File: config.mk
export PLATFORM = sky130hd
export DESIGN_NAME = dual_clock_divider
export DESIGN_NICKNAME = d
export VERILOG_FILES = /design/src/rtl/clkdiv_pkg.sv /design/src/rtl/clkdiv_sel_track.sv /design/src/rtl/clkdiv_decode.sv /design/src/rtl/clkdiv_primary.sv /design/src/rtl/clkdiv_secondary.sv /design/src/rtl/dual_clock_divider.sv
export SDC_FILE = /design/constraint.sdc
export NUM_CORES = 1
export LEC_CHECK = 0
export BUFFER_PORTS_ARGS = -buffer_cell sky130_fd_sc_hd__buf_4
export CORE_UTILIZATION = 29
export DETAILED_ROUTE_END_ITERATION = 12
export GPL_TIMING_DRIVEN = 0
export PLACE_DENSITY_LB_ADDON = 0.12
export REMOVE_ABC_BUFFERS = 1
export SYNTH_ARGS = -nofsm -noshare
export SYNTH_HDL_FRONTEND = slang
export SYNTH_SLANG_ARGS = --single-unit
File: constraint.sdc
create_clock -name clk_in -period 2.14 [get_ports clk_in]
set_input_delay 0.107 -clock clk_in [delete_from_list [all_inputs] [get_ports clk_in]]
set_output_delay 0.107 -clock clk_in [all_outputs]
set_load 0.05 [all_outputs]
File: src/rtl/clkdiv_pkg.sv
package clkdiv_pkg;
  typedef enum logic [1:0] {
    SEL_OFF  = 2'b00,
    SEL_MID  = 2'b01,
    SEL_SLOW = 2'b10,
    SEL_FAST = 2'b11
  } div_sel_e;

  function automatic int max3(input int a, input int b, input int c);
    int m;
    m = (a > b) ? a : b;
    return (m > c) ? m : c;
  endfunction
endpackage

File: src/rtl/clkdiv_sel_track.sv
module clkdiv_sel_track
  import clkdiv_pkg::*;
(
  input  logic       clk_in,
  input  logic       rst_n,
  input  logic [1:0] sel,
  output div_sel_e   sel_q,
  output logic       restart
);
  // A restart is flagged in the cycle where the live select differs from the stored one.
  assign restart = (sel != sel_q);

  always_ff @(posedge clk_in or negedge rst_n) begin
    if (!rst_n) sel_q <= SEL_FAST;
    else        sel_q <= div_sel_e'(sel);
  end
endmodule

File: src/rtl/clkdiv_decode.sv
module clkdiv_decode
  import clkdiv_pkg::*;
#(
  parameter int RATIO_FAST = 2,
  parameter int RATIO_MID  = 6,
  parameter int RATIO_SLOW = 8,
  parameter int CNT_W      = 3
) (
  input  div_sel_e         sel_q,
  output logic [CNT_W-1:0] half_m1,
  output logic             halt
);
  always_comb begin
    halt    = 1'b0;
    half_m1 = '0;
    unique case (sel_q)
      SEL_FAST: half_m1 = CNT_W'(RATIO_FAST / 2 - 1);
      SEL_MID:  half_m1 = CNT_W'(RATIO_MID / 2 - 1);
      SEL_SLOW: half_m1 = CNT_W'(RATIO_SLOW / 2 - 1);
      default:  halt    = 1'b1;
    endcase
  end
endmodule

File: src/rtl/clkdiv_primary.sv
module clkdiv_primary #(
  parameter int CNT_W = 3
) (
  input  logic             clk_in,
  input  logic             rst_n,
  input  logic             restart,
  input  logic             halt,
  input  logic [CNT_W-1:0] half_m1,
  output logic             pri_q,
  output logic             rise_stb
);
  logic [CNT_W-1:0] cnt;
  logic             wrap;

  assign wrap     = !restart && !halt && (cnt == half_m1);
  assign rise_stb = wrap && !pri_q;

  always_ff @(posedge clk_in or negedge rst_n) begin
    if (!rst_n) begin
      cnt   <= '0;
      pri_q <= 1'b0;
    end else if (restart || halt) begin
      cnt   <= '0;
      pri_q <= 1'b0;
    end else if (wrap) begin
      cnt   <= '0;
      pri_q <= !pri_q;
    end else begin
      cnt   <= cnt + 1'b1;
    end
  end
endmodule

File: src/rtl/clkdiv_secondary.sv
module clkdiv_secondary (
  input  logic clk_in,
  input  logic rst_n,
  input  logic restart,
  input  logic halt,
  input  logic rise_stb,
  output logic sec_q
);
  always_ff @(posedge clk_in or negedge rst_n) begin
    if (!rst_n)                sec_q <= 1'b0;
    else if (restart || halt)  sec_q <= 1'b0;
    else if (rise_stb)         sec_q <= !sec_q;
  end
endmodule

File: src/rtl/dual_clock_divider.sv
module dual_clock_divider
  import clkdiv_pkg::*;
#(
  parameter int RATIO_FAST = 2,
  parameter int RATIO_MID  = 6,
  parameter int RATIO_SLOW = 8
) (
  input  logic       clk_in,
  input  logic       rst_n,
  input  logic [1:0] sel,
  input  logic       out_en,
  output logic       pri_clk,
  output logic       sec_clk,
  output logic       out_drive
);
  localparam int MAX_HALF = max3(RATIO_FAST, RATIO_MID, RATIO_SLOW) / 2;
  localparam int CNT_W    = $clog2(MAX_HALF + 1);

  div_sel_e         sel_q;
  logic             restart;
  logic             halt;
  logic [CNT_W-1:0] half_m1;
  logic             rise_stb;

  clkdiv_sel_track u_track (
    .clk_in (clk_in),
    .rst_n  (rst_n),
    .sel    (sel),
    .sel_q  (sel_q),
    .restart(restart)
  );

  clkdiv_decode #(
    .RATIO_FAST(RATIO_FAST),
    .RATIO_MID (RATIO_MID),
    .RATIO_SLOW(RATIO_SLOW),
    .CNT_W     (CNT_W)
  ) u_decode (
    .sel_q  (sel_q),
    .half_m1(half_m1),
    .halt   (halt)
  );

  clkdiv_primary #(.CNT_W(CNT_W)) u_pri (
    .clk_in  (clk_in),
    .rst_n   (rst_n),
    .restart (restart),
    .halt    (halt),
    .half_m1 (half_m1),
    .pri_q   (pri_clk),
    .rise_stb(rise_stb)
  );

  clkdiv_secondary u_sec (
    .clk_in  (clk_in),
    .rst_n   (rst_n),
    .restart (restart),
    .halt    (halt),
    .rise_stb(rise_stb),
    .sec_q   (sec_clk)
  );

  // One enable drives both pads; the divider itself never sees it.
  assign out_drive = out_en;
endmodule

==> run metrics <==
Peak supply drop=0.408 mV; CORE AREA=1160 sq um; die width=38.2 microns; DRC errors left=0; via/cell ratio=4.60; routed vias=262; DRT Wirelength=636 microns; number of port buffers=5; Post-Syn Instances=32; highest clock rate=565 MHz; Setup Viol. Count Final=0; number of global-route vias before repair=292; layout cells sized above 1=30.2%; Post-DP HPWL=475 microns; CP max stage cell=dfstp_2; CTS root buf=clkbuf_4; worst-skew pair later-pin latency=250 ps; Syn Area/Cell=11.8 sq um; synthesized flop and latch total=7; Total GRT Usage=12.8%; Hold Path Class=in2async; Distinct cells, synth=17; DRT antenna net count=0; io pins=8; Tcrit/Tclk final=82.7%; top post-synthesis cells by area=dfrtp_1 33%, dfstp_2 14%, ha_1 9.9%; Worst Skew=6.98 ps; cell area after synthesis=379 sq um; Num CTS Buffers=3; Util after Layout=41.8%; P&R area growth vs syn=27.4%; Lkg Pwr=0.224 nW; wire per inst=11.2 microns; H-tree levels=1; CTS sink cnt=7; worst-margin pin slew=446 ps; final net count=52; Pwr per Cell Area=690 nW/um^2; 1st-iter DRT viols=5; CTS Buffer Depth=2; WS Path Type=reg2reg; largest net degree at the start of global routing=8; cell mode on critical path=nor3_1; crit-path max FO=3; antenna cells=0; Crit. End Element=register; crit path cell chain=inv_1 -> ha_1 -> xor2_1 -> nor3_1 -> nor3_1; global-route wire length before repair=1140 microns; CTS tree=done; Rows=12; yosys warns=0; effective utilization at floorplan=32.8%; critical path required time=2250 ps; Synth top area share=33.0%; RSZ-0062 raised after global routing=no; clk slew on worst S/H paths=50 ps; CP startpoint kind=register; setup TNS=0 ps; Slew Limit Fails=0; area of the multi-input gates=186 sq um; most frequent cells in the layout=5 x buf_4, 5 x dfrtp_1, 4 x xor2_1; FF/Latch Area=178 sq um; CP Data Arrival Time=1880 ps; total grt overflow=0; final hold vios=0; max incr delay on CP=540 ps; DR pass1 iterations=3; Die Ht=38.2 microns; Worst slew margin=70.0%; Final GP Congestion=0.672; min cycle time layout=1770 ps; initial antenna violation count=0; Setup Buffers After CTS=0; outcome=finished, final reports clean; die area=1460 sq um; Fill cells=112; post-synth top area cell=dfrtp_1; register area share after synthesis=46.9%; max_cap viols=0
[per-stage QoR]
step                area, sq um  power, mW  setup WS, ps  cells  hold WS [ps]
floorplan                   372      0.193           503     31          -189
global placement            427      0.210           375     50         -76.5
detailed placement          427      0.212           340     50         -74.7
CTS                         483      0.340           338     57           203
global route                483      0.357           247     57           196
finish                      483      0.333           370     57           202
[sequential cells by signal, summed over array words and instances (netlist names)]
signal,count
u_track.sel_q,2
u_pri.cnt,3
u_pri.pri_q,1
u_sec.sec_q,1
[worst paths after layout]
path,depth (start not counted),slack [ps],endpoint,start
worst min-delay path,2,200,u_pri.pri_q,rst_n
worst max register to register,5,370,u_pri.cnt[0],u_track.sel_q[0]
min in group clk_in,0,210,out_drive,out_en
worst max-delay path,5,370,u_pri.cnt[0],u_track.sel_q[0]
worst min register to register,1,530,u_pri.cnt[0],u_pri.cnt[0]
max in group asynchronous,2,1720,u_track.sel_q[1],rst_n
[cell type report]
type	instances	area share, %
inverter	2	1.55
multi-input combinational	22	38.6
tap	14	3.63
timing repair buffer	8	14.0
clock buffer	4	5.44
sequential	7	36.8
[where the power goes]
| part | leakage, nW | switching [mW] | internal [mW] | total, mW |
|---|---|---|---|---|
| clock network | 0.0150 | 0.0488 | 0.0711 | 0.120 |
| registers | 0.0899 | 0.00701 | 0.141 | 0.148 |
| logic | 0.119 | 0.0368 | 0.0287 | 0.0655 |
[critical path: cells and delay by family (launching register included)]
kind / cells / cell delay, ps
buffers and inverters: 1 / 60
DFF: 1 / 540
xor gates and xnor gates: 1 / 200
and+or+nand+nor: 2 / 510
adders and majority gates: 1 / 330
[cell families after synthesis]
group                      after synthesis  synth area share (%)
AOI/OAI and AO/OA                        4                  6.93
xor gates and xnor gates                 7                  16.2
adders and majority gates                3                  9.90
buffers and inverters                    3                  3.96
DFF                                      7                  46.9
and+or+nand+nor                          8                  16.2
[metal layers]
metal	GRT usage (%)	vias to the layer above	part of all wire, %
li1	-	133	-
met1	11.7	118	42
met2	20.3	9	47
met3	8.72	2	8.3
met4	8.04	0	1.7
met5	0	-	0
[what timing repair did]
item | in CTS | in global routing
setup endpoints to repair | 0 | 0
hold endpoints to repair | 9 | 0
gates resized for setup | 0 | 0
hold buffers | 3 | 0
[Yosys cell counts]
cell type / count
nand4b_1: 1
dfstp_2: 2
nor3b_2: 1
xor2_1: 4
o41ai_1: 1
xnor2_1: 3
ha_1: 3
or3_4: 1
nor3_1: 2
buf_4: 1
a21oi_1: 2
nor2_1: 1
nand3_1: 1
dfrtp_1: 5
o31ai_1: 1
inv_1: 2
nor3_2: 1
No activity file was read; power rests on OpenSTA's default activity.
